--- config.mk ---
export PLATFORM = sky130hd
export DESIGN_NAME = burst_addr_seq
export DESIGN_NICKNAME = d
export VERILOG_FILES = /design/src/rtl/burst_seq_pkg.sv /design/src/rtl/burst_ctrl_decode.sv /design/src/rtl/burst_base_reg.sv /design/src/rtl/burst_beat_counter.sv /design/src/rtl/burst_addr_seq.sv
export SDC_FILE = /design/constraint.sdc
export NUM_CORES = 1
export LEC_CHECK = 0
export ABC_AREA = 1
export BUFFER_PORTS_ARGS = -buffer_cell sky130_fd_sc_hd__buf_4
export CAP_MARGIN = 10
export CORE_MARGIN = 5
export CORE_UTILIZATION = 47
export CTS_CLUSTER_SIZE = 25
export DETAILED_ROUTE_END_ITERATION = 7
export PLACE_DENSITY = 0.76
export SLEW_MARGIN = 10
export SYNTH_ARGS = -nofsm -noshare
export SYNTH_HDL_FRONTEND = slang
export SYNTH_SLANG_ARGS = --single-unit
export TNS_END_PERCENT = 20
--- constraint.sdc ---
create_clock -name clk -period 1.1 [get_ports clk]
set_clock_uncertainty 0.05 [all_clocks]
set_input_delay 0.165 -clock clk [delete_from_list [all_inputs] [get_ports clk]]
set_output_delay 0.165 -clock clk [all_outputs]
set_load 0.01 [all_outputs]
--- src/rtl/burst_seq_pkg.sv ---
package burst_seq_pkg;

    localparam int CNT_W = 2;

    typedef logic [CNT_W-1:0] beat_t;

    typedef enum logic {
        ORD_ILV = 1'b0,
        ORD_LIN = 1'b1
    } burst_order_e;

    typedef struct packed {
        logic load;
        logic adv;
    } seq_ctrl_t;

    function automatic beat_t map_beat(burst_order_e ord, beat_t first, beat_t cnt);
        beat_t sum;
        sum = first + cnt;
        return (ord == ORD_LIN) ? sum : (first ^ cnt);
    endfunction

endpackage

--- src/rtl/burst_ctrl_decode.sv ---
module burst_ctrl_decode
    import burst_seq_pkg::*;
(
    input  logic      start_cpu_n,
    input  logic      start_ctl_n,
    input  logic      adv_n,
    input  logic      ce_n,
    output seq_ctrl_t ctrl
);
    logic cpu_ok;

    always_comb begin
        cpu_ok    = !start_cpu_n && !ce_n;
        ctrl.load = cpu_ok || !start_ctl_n;
        ctrl.adv  = !adv_n && !ctrl.load;
    end

    always_comb begin
        assert (!(ctrl.load && ctrl.adv)) else $error("assert_excl_R9 failed");
    end
endmodule

--- src/rtl/burst_base_reg.sv ---
module burst_base_reg
    import burst_seq_pkg::*;
#(
    parameter int AW = 8
) (
    input  logic         clk,
    input  logic         rst,
    input  logic         load,
    input  logic [AW-1:0] addr_in,
    input  logic         order_in,
    output logic [AW-1:0] base_q,
    output burst_order_e order_q
);
    always_ff @(posedge clk) begin
        if (rst) begin
            base_q  <= '0;
            order_q <= ORD_ILV;
        end else if (load) begin
            base_q  <= addr_in;
            order_q <= burst_order_e'(order_in);
        end
    end

    assert_order_R10: assert property (@(posedge clk) disable iff (rst)
        !load |=> $stable(order_q));
    assert_base_R5: assert property (@(posedge clk) disable iff (rst)
        !load |=> $stable(base_q));
endmodule

--- src/rtl/burst_beat_counter.sv ---
module burst_beat_counter
    import burst_seq_pkg::*;
(
    input  logic  clk,
    input  logic  rst,
    input  logic  load,
    input  logic  adv,
    output beat_t cnt_q
);
    always_ff @(posedge clk) begin
        if (rst)       cnt_q <= '0;
        else if (load) cnt_q <= '0;
        else if (adv)  cnt_q <= cnt_q + beat_t'(1);
    end

    assert_step_R5: assert property (@(posedge clk) disable iff (rst)
        adv |=> cnt_q == beat_t'($past(cnt_q) + beat_t'(1)));
    assert_restart_R9: assert property (@(posedge clk) disable iff (rst)
        load |=> cnt_q == '0);
endmodule

--- src/rtl/burst_addr_seq.sv ---
module burst_addr_seq
    import burst_seq_pkg::*;
#(
    parameter int AW = 8
) (
    input  logic          clk,
    input  logic          rst,
    input  logic [AW-1:0] addr_in,
    input  logic          start_cpu_n,
    input  logic          start_ctl_n,
    input  logic          adv_n,
    input  logic          ce_n,
    input  logic          order_sel,
    output logic [AW-1:0] addr_out
);
    localparam int UP_W = AW - CNT_W;

    seq_ctrl_t    ctrl;
    logic [AW-1:0] base_q;
    burst_order_e order_q;
    beat_t        cnt_q;

    burst_ctrl_decode u_dec (
        .start_cpu_n (start_cpu_n),
        .start_ctl_n (start_ctl_n),
        .adv_n       (adv_n),
        .ce_n        (ce_n),
        .ctrl        (ctrl)
    );

    burst_base_reg #(.AW(AW)) u_base (
        .clk      (clk),
        .rst      (rst),
        .load     (ctrl.load),
        .addr_in  (addr_in),
        .order_in (order_sel),
        .base_q   (base_q),
        .order_q  (order_q)
    );

    burst_beat_counter u_cnt (
        .clk   (clk),
        .rst   (rst),
        .load  (ctrl.load),
        .adv   (ctrl.adv),
        .cnt_q (cnt_q)
    );

    generate
        if (UP_W > 0) begin : g_upper
            assign addr_out = {base_q[AW-1:CNT_W], map_beat(order_q, base_q[CNT_W-1:0], cnt_q)};
        end else begin : g_low_only
            assign addr_out = map_beat(order_q, base_q[CNT_W-1:0], cnt_q);
        end
    endgenerate

    assert_load_R2: assert property (@(posedge clk) disable iff (rst)
        (!start_cpu_n && !ce_n) |=> addr_out == $past(addr_in));
    assert_ctl_R4: assert property (@(posedge clk) disable iff (rst)
        !start_ctl_n |=> addr_out == $past(addr_in));
    assert_hold_R8: assert property (@(posedge clk) disable iff (rst)
        (adv_n && start_ctl_n && (start_cpu_n || ce_n)) |=> $stable(addr_out));
    assert_ignore_R3: assert property (@(posedge clk) disable iff (rst)
        (!start_cpu_n && ce_n && start_ctl_n && adv_n) |=> $stable(addr_out));
endmodule

==> summary.txt, run 1 <==
Routing
  • Via count: 559
  • DRC violations left: 0
  • Via/cell ratio: 4.508
  • Detailed Route WL: 1.230 mm
  • Post-route ant nets: 0
  • First-pass DRT Iterations: 3
  • Wire per inst: 9.919 microns
  • Initial DRC Count: 8

CTS
  • CTS Sinks: 11
  • H-tree depth: 1
  • Clk_lat worst skew: 260 ps
  • Total CTS buffers: 3
  • TritonCTS clock tree: yes
  • Clk pin slew, worst setup/hold paths: 70 ps
  • CTS Buffer Depth: 2
  • CTS Root Cell: clkbuf_4
  • Post-CTS Setup Inserts: 0

Critical path
  • CP Launch Type: flop
  • CP bufs+invs: 2
  • Worst EP required: 880 ps
  • Critical path class: flop to primary output
  • Critical path capture point type: primary output
  • Slowest stage delay, CP: 350 ps
  • Critical-path maximum fanout: 2
  • Worst Path Arrival: 1140 ps
  • CP cell instances: ha_4 > nand2_2 > nand3b_1 > nand2_1 > inv_1 > buf_6
  • Top delay family on crit path: flip-flops
  • CP max stage cell: dfxtp_2

Finish
  • Nets: 126
  • Ratio of cells with drive above 1 in the final layout: 51.38%
  • Sequential standard cell area: 222.7 sq um
  • Design Area, Final: 840.8 sq um
  • Diode count: 0
  • Multi-input combinational cell area: 327.8 sq um
  • Fill count: 129
  • Area grow syn2layout: 28.49%

Logic synthesis
  • Synthesized flop and latch total: 11
  • Syn_area_per_cell: 7.353 sq um
  • Synthesized area: 654.4 sq um
  • Yosys top cell by area: dfxtp_1
  • Post-synth EDFFs: 0
  • Main synth FF type: dfxtp_1
  • Ys async rst share: 0%
  • Synth top cells by count: nor2_2, nand2_1, inv_1
  • Synth top area share: 33.65%
  • Ys Warns: 0
  • Syn Inst Count: 89
  • Area contributors post-synth: dfxtp_1, nor2_2, nand2_1
  • Sequential area share after synthesis: 33.65%
  • Synth cell types: 15
  • Syn Nets: 105
  • Most frequent cell after synthesis: nor2_2

GRT
  • Vias in the first global route: 505
  • Largest net degree at the start of global routing: 11
  • GRT overflow: 0
  • Antenna violations before repair: 0
  • Global Route Usage Sum: 12.81%
  • First-pass GRT wire length: 1.966 mm

Floorplanning
  • I/O pin total: 23
  • Width of the chip: 47.32 microns
  • Core ar.: 1301 sq um
  • Initial Utilization: 50.29%
  • Die area: 2239 sq um
  • FP Rows: 13
  • Die span in y: 47.32 microns

Placed design
  • Place WS: -16.22 ps
  • Placed cell area: 789.5 sq um
  • Port bufs: 22
  • GPL Wtd Cong: 0.6915
  • Final HPWL DP: 897.4 microns

Timing
  • Hold Fails Final Rpt: 0
  • Fmax: 738.1 MHz
  • Setup ws final: -254.9 ps
  • Final period utilization: 123.2%
  • Setup Viol. Count Final: 2
  • Slew Viols, Final: 0
  • Fin Hold WS: 64.82 ps
  • Slew HR: 79.31%
  • Post-Route Setup TNS: -316.8 ps
  • Worst-margin pin slew: 308.5 ps
  • Clock period minus worst slack: 1355 ps
  • RSZ-0062 raised after global routing: true

Run status
  • Run status: finished, violations left
  • Failing checks: negative setup slack

Pwr
  • Leak: 0.4244 nW
  • Maximum vdd drop: 516.0 uV
  • PD cells: 1145 nW/um^2

Run
  • Max-cap violation count: 0

Min path
  • Min-Delay Path Class: input pin to flop
## per-stage QoR
step / utilization (%) / total power [mW] / cells
3_5_place_dp: 60.67 / 0.6787 / 120
6_report: 64.62 / 0.9628 / 124
3_3_place_gp: 60.67 / 0.6744 / 120
4_1_cts: 64.62 / 0.9771 / 124
2_1_floorplan: - / 0.6055 / 89
5_1_grt: 64.62 / 1.016 / 124
## registers in the layout, indices dropped and copies added (netlist names)
name	cells
u_base.base_q	8
u_cnt.cnt_q	2
u_base.order_q	1
## cell type report
class                      count  share of cell area [%]
multi-input combinational     55                   38.99
tap                           15                   2.232
sequential                    11                   26.49
clock buffer                   4                   3.125
inverter                      16                   7.738
timing repair buffer          23                   21.43
## placed cells by master, fill, tap and decap left out, types with 2 or more instances in the layout
cell      netlist  routed
buf_6           1       2
clkbuf_4        0       3
nand2_1        19      18
nand3_1        10      10
dfxtp_2         0       2
nor2_2         21      21
inv_1          12      12
buf_4           6      21
dfxtp_1        11       9
inv_2           2       2
## cell families after synthesis
kind of cell               share of synthesized area [%]
DFF                                                33.65
adders and majority gates                          1.912
and+or+nand+nor                                    44.55
xor gates and xnor gates                           1.339
buffers and inverters                              18.55
## tightest hold or removal path, cell delays in order
cell and delay (ps):
buf_4 80, nor2_2 30, nor2_2 80
## power breakdown
| group | leakage, nW | total [mW] | switching, mW | internal, mW |
|---|---|---|---|---|
| logic | 0.317 | 0.237 | 0.119 | 0.118 |
| clock network | 0.0150 | 0.283 | 0.143 | 0.140 |
| registers | 0.0919 | 0.443 | 0.0160 | 0.427 |
| total | 0.424 | 0.963 | 0.278 | 0.685 |
## per-layer routing
metal	GRT usage, %	vias up	share of wire, %
met5	0	-	0
li1	-	300	-
met4	9.945	0	1.9
met2	22.46	12	53
met1	12.95	245	40
met3	2.682	2	5.0
## final timing paths
check	to	depth (start not counted)	startpoint	slack, ps
max	addr_out[1]	6	u_base.base_q[0]	-250
min reg2reg	u_base.base_q[4]	4	u_base.base_q[4]	500
max reg2reg	u_cnt.cnt_q[0]	3	u_cnt.cnt_q[0]	200
min	u_base.base_q[7]	3	addr_in[7]	60
## what timing repair did
action / CTS / global route
gates resized for setup: 7 / 0
hold buffers: 0 / 0
endpoints found under the setup margin: 2 / 2
pin swaps: 3 / 2
(Power assumes the default switching activity.)
==> run 2: changes to the inputs <==
Settings changed: PLACE_DENSITY 0.76 to default, PLACE_DENSITY_LB_ADDON from default to 0.1.
==> run 2 against run 1 <==
  * The flow still finishes with violations (negative setup slack)
  * Maximum frequency down 1.2%
  * First-iteration DRC count down 63%
  * Power down 1.5%
  * Final area unchanged
  * Sequential power about the same
  * Count of clock-buffer cells in the layout unchanged
  * Clock power down 5%
  * Combinational power about the same
  * Core utilization unchanged
  * Cell count unchanged
  * Critical path type unchanged
  * Largest cell class unchanged
  * Highest routed layer unchanged
==> summary.txt, run 2 (synthesis results as in run 1) <==
CTS
  • TritonCTS clock tree: yes
  • Clk pin slew, worst setup/hold paths: 70 ps
  • CTS Buffer Depth: 2
  • Clk_lat worst skew: 260 ps
  • CTS Root Cell: clkbuf_4
  • H-tree depth: 1
  • Total CTS buffers: 3
  • CTS Sinks: 11

Run status
  • Failing checks: negative setup slack
  • Run status: finished, violations left

Finish
  • Nets: 126
  • Ratio of cells with drive above 1 in the final layout: 51.38%
  • Most frequent cells in the layout: nor2_2, buf_4, nand2_1
  • Largest reg by FF count: u_base.base_q
  • Max reg flops: 8
  • Area grow syn2layout: 28.49%
  • Final core occ: 64.62%
  • Biggest regs: u_base.base_q (8), u_cnt.cnt_q (2), u_base.order_q (1)
  • Diode count: 0

GRT
  • First-pass GRT wire length: 2.042 mm
  • Global Route Usage Sum: 13.47%
  • Antenna violations before repair: 0
  • Vias in the first global route: 494
  • GRT overflow: 0
  • Largest net degree at the start of global routing: 11

Timing
  • Setup ws final: -271.6 ps
  • Clock period minus worst slack: 1372 ps
  • Slew Viols, Final: 0
  • Hold Fails Final Rpt: 0
  • Worst-margin pin slew: 320.3 ps
  • RSZ-0062 raised after global routing: true
  • Fmax: 729.1 MHz
  • Post-Route Setup TNS: -330.2 ps
  • Slew HR: 78.52%
  • Final period utilization: 124.7%
  • Setup Viol. Count Final: 2

Critical path
  • Critical-path maximum fanout: 2
  • CP Launch Type: flop
  • Top delay family on crit path: flip-flops
  • CP cell instances: ha_4 > nand2_2 > nand3b_1 > nand2_1 > inv_1 > buf_6
  • Worst Path Arrival: 1160 ps
  • Critical path class: flop to primary output
  • Slowest stage delay, CP: 360 ps
  • CP bufs+invs: 2
  • CP max stage cell: dfxtp_2
  • Critical path capture point type: primary output
  • Worst EP required: 880 ps

Routing
  • Wire per inst: 9.855 microns
  • Detailed Route WL: 1.222 mm
  • Initial DRC Count: 3
  • DRC violations left: 0
  • Via/cell ratio: 4.315
  • Via count: 535
  • First-pass DRT Iterations: 4
  • Post-route ant nets: 0

Pwr
  • PD cells: 1127 nW/um^2
  • Leak: 0.4244 nW
  • Post-layout power: 0.9480 mW
  • Maximum vdd drop: 906.7 uV

Run
  • Max-cap violation count: 0

Floorplanning
  • Initial Utilization: 50.29%
  • I/O pin total: 23
  • Core ar.: 1301 sq um
  • Die area: 2239 sq um
  • FP Rows: 13
  • Die span in y: 47.32 microns
  • Width of the chip: 47.32 microns

Min path
  • Min-Delay Path Class: input pin to flop

Placed design
  • Final HPWL DP: 941.1 microns
  • Port bufs: 22
  • GPL Wtd Cong: 0.7055
## run 2: tightest hold or removal path, stage by stage
cell,delay (ps)
buf_4,80
nor2_2,30
nor2_2,80
## run 2: where the power goes
| group | internal, mW | switching [mW] |
|---|---|---|
| clock network | 0.140 | 0.128 |
| registers | 0.427 | 0.0163 |
| logic | 0.118 | 0.119 |
## run 2: per-layer routing
layer | global-route usage, % | routed length, microns | vias to the layer above
met3 | 6.513 | 96 | 2
met4 | 4.972 | 12 | 0
met5 | 0 | 0 | -
li1 | - | - | 297
met2 | 20.32 | 616 | 14
met1 | 16.51 | 497 | 222
## run 2: per-stage QoR
stage | cells | hold slack, ps | setup slack (ps) | instance area, sq um
2_1_floorplan | 89 | 246.8 | 79.87 | 654.4
3_3_place_gp | 120 | 341.0 | 10.86 | 789.5
3_5_place_dp | 120 | 344.5 | 8.036 | 789.5
4_1_cts | 124 | 64.69 | -275.8 | 822.0
5_1_grt | 124 | 72.91 | -368.0 | 840.8
6_report | 124 | 72.97 | -271.6 | 840.8
## run 2: worst paths after layout
check	depth (start not counted)	slack, ps	start	to
max	6	-270	u_cnt.cnt_q[0]	addr_out[1]
min	3	70	addr_in[0]	u_base.base_q[0]
max reg2reg	3	240	u_cnt.cnt_q[0]	u_cnt.cnt_q[0]
min reg2reg	4	510	u_base.base_q[2]	u_base.base_q[2]
## run 2: final cells by class
cell class,count,area [sq um]
fill,133,460.4
multi-input combinational,55,327.8
clock buffer,4,26.28
inverter,16,65.06
sequential,11,222.7
timing repair buffer,23,180.2
tap,15,18.77
## run 2: what timing repair did
item                       CTS  global route
hold buffers                 0             0
setup endpoints to repair    2             2
resized for setup            3             4
buffers inserted             0             0
pin swaps                    0             2
==> run 3: changes to the inputs <==
Settings changed: TNS_END_PERCENT 20 to default.
Clock period 1.1 ns to 1.37 ns, I/O delays scaled along.
==> run 3 against run 2 <==
  * The flow still finishes with violations (negative setup slack)
  * Critical path depth did not move
  * Sequential power shrank 20%
  * Via count rose by 3.9%
  * Register-to-register slack improved by 270 ps
  * Count of clock-buffer cells in the layout did not move
  * Core utilization decreased by 0.29 points
  * Cell count did not move
  * Sequential cell count unchanged
  * Critical endpoint unchanged
==> summary.txt, run 3 (synthesis results as in run 1) <==
Critical path
  • Top delay family on crit path: flip-flops
  • Crit path depth: 6
  • CP Launch Type: flop
  • Critical path class: flop to primary output
  • Worst EP required: 1110 ps
  • Worst Path Arrival: 1170 ps
  • FF-to-FF path depth: 3
  • Critical-path maximum fanout: 2
  • CP startpoint: u_cnt.cnt_q[0]
  • CP bufs+invs: 2
  • Slowest stage delay, CP: 360 ps
  • CP max stage cell: dfxtp_2
  • Critical path capture point type: primary output
  • CP cell instances: ha_4 > nand2_2 > nand3b_1 > nand2_1 > inv_1 > buf_6
  • Crit Reg-Reg Startpoint: u_cnt.cnt_q[0]

Timing
  • Clock period minus worst slack: 1427 ps
  • Final period utilization: 104.1%
  • Hold Fails Final Rpt: 0
  • Fmax: 701.0 MHz
  • Setup Viol. Count Final: 1
  • Slew Viols, Final: 0
  • Fin Hold WS: 107.0 ps
  • Post-Route Setup TNS: -56.54 ps
  • Slew HR: 77.85%
  • RSZ-0062 raised after global routing: true
  • Worst-margin pin slew: 330.2 ps
  • Setup ws final: -56.54 ps

Placed design
  • Final HPWL DP: 999.4 microns
  • GPL Wtd Cong: 0.6949
  • Place WS: 132.4 ps
  • # placed instances: 119
  • Port bufs: 22

Pwr
  • Comb power frac: 24.5%
  • Leak: 0.4233 nW
  • Switching portion of total power: 28.86%
  • PD cells: 919.1 nW/um^2
  • Sequential share of power: 46.2%
  • Post-layout power: 0.7693 mW
  • Maximum vdd drop: 477.6 uV
  • Internal power: 0.5473 mW
  • Clk network pwr share: 29.3%
  • Psw: 0.2220 mW

Routing
  • Wire per inst: 10.77 microns
  • Via count: 556
  • Via/cell ratio: 4.484
  • Detailed Route WL: 1.336 mm
  • Post-route ant nets: 0
  • DRC violations left: 0
  • First-pass DRT Iterations: 3
  • Initial DRC Count: 6

Run status
  • Run status: finished, violations left
  • Failing checks: negative setup slack

Finish
  • Biggest regs: u_base.base_q (8), u_cnt.cnt_q (2), u_base.order_q (1)
  • Largest reg by FF count: u_base.base_q
  • Commonest non-fill, non-tap cell in the layout: buf_4
  • Area grow syn2layout: 27.92%
  • Diode count: 0
  • Non-Filler Instances: 124
  • Max reg flops: 8
  • Fill count: 125
  • Most frequent cells in the layout: buf_4, nor2_2, nand2_1
  • Ratio of cells with drive above 1 in the final layout: 51.38%
  • Nets: 126

Floorplanning
  • I/O pin total: 23
  • Core ar.: 1301 sq um
  • Die area: 2239 sq um
  • Die span in y: 47.32 microns
  • Width of the chip: 47.32 microns
  • Initial Utilization: 50.29%
  • FP Rows: 13

GRT
  • GRT overflow: 0
  • First-pass GRT wire length: 2.518 mm
  • Largest net degree at the start of global routing: 11
  • Antenna violations before repair: 0
  • Vias in the first global route: 619
  • Global Route Usage Sum: 16.06%

Min path
  • Min-Delay Path Class: input pin to flop
  • Hold Path Depth: 3
  • Hold wc startpoint: addr_in[6]

CTS
  • Clk_lat worst skew: 270 ps
  • Total CTS buffers: 3
  • CTS Buffer Depth: 2
  • Clk pin slew, worst setup/hold paths: 70 ps
  • TritonCTS clock tree: yes
  • CTS Hold Bufs: 0
  • H-tree depth: 1
  • CTS Root Cell: clkbuf_4
  • CTS Sinks: 11

Run
  • Max-cap violation count: 0
run 3: worst paths after layout:
check                           slack, ps               end
worst max-delay path                  -60       addr_out[1]
worst min register to register        510  u_base.base_q[2]
worst min-delay path                  110  u_base.base_q[6]
worst max register to register        510    u_cnt.cnt_q[0]
run 3: area by class of cell:
class                           count  area (sq um)  share of cell area (%)
Sequential cell                    11         222.7                   26.61
Inverter                           16         65.06                   7.773
Multi-Input combinational cell     55         327.8                   39.16
Timing Repair Buffer               23         176.4                   21.08
Clock buffer                        4         26.28                   3.139
Tap cell                           15         18.77                   2.242
run 3: what timing repair did:
action | in CTS | in global routing
cloned | 0 | 0
pin swaps | 0 | 2
hold endpoints to repair | 0 | 0
resized for setup | 2 | 4
setup endpoints to repair | 1 | 1
setup buffers | 1 | 0
run 3: metrics by stage:
step           util, %  instance area (sq um)
3_5_place_dp     60.10                  782.0
3_3_place_gp     60.10                  782.0
4_1_cts          62.88                  818.3
2_1_floorplan        -                  654.4
6_report         64.33                  837.1
5_1_grt          64.33                  837.1
run 3: power groups by stage:
stage / logic [mW] / clock network, mW / registers (mW)
3_3_place_gp: 0.181 / 0 / 0.361
5_1_grt: 0.214 / 0.249 / 0.358
6_report: 0.188 / 0.226 / 0.355
3_5_place_dp: 0.184 / 0 / 0.361
4_1_cts: 0.188 / 0.234 / 0.353
2_1_floorplan: 0.128 / 0 / 0.358
run 3: layer usage:
metal / part of all wire (%) / GRT usage (%)
met5: 0 / 0
met4: 0 / 3.315
met3: 7.6 / 6.513
met2: 52 / 30.48
met1: 40 / 16.17
run 3: tightest hold or removal path, delay by kind of cell:
family        cells  cell delay, ps
buf+inv           1              80
simple gates      2             110
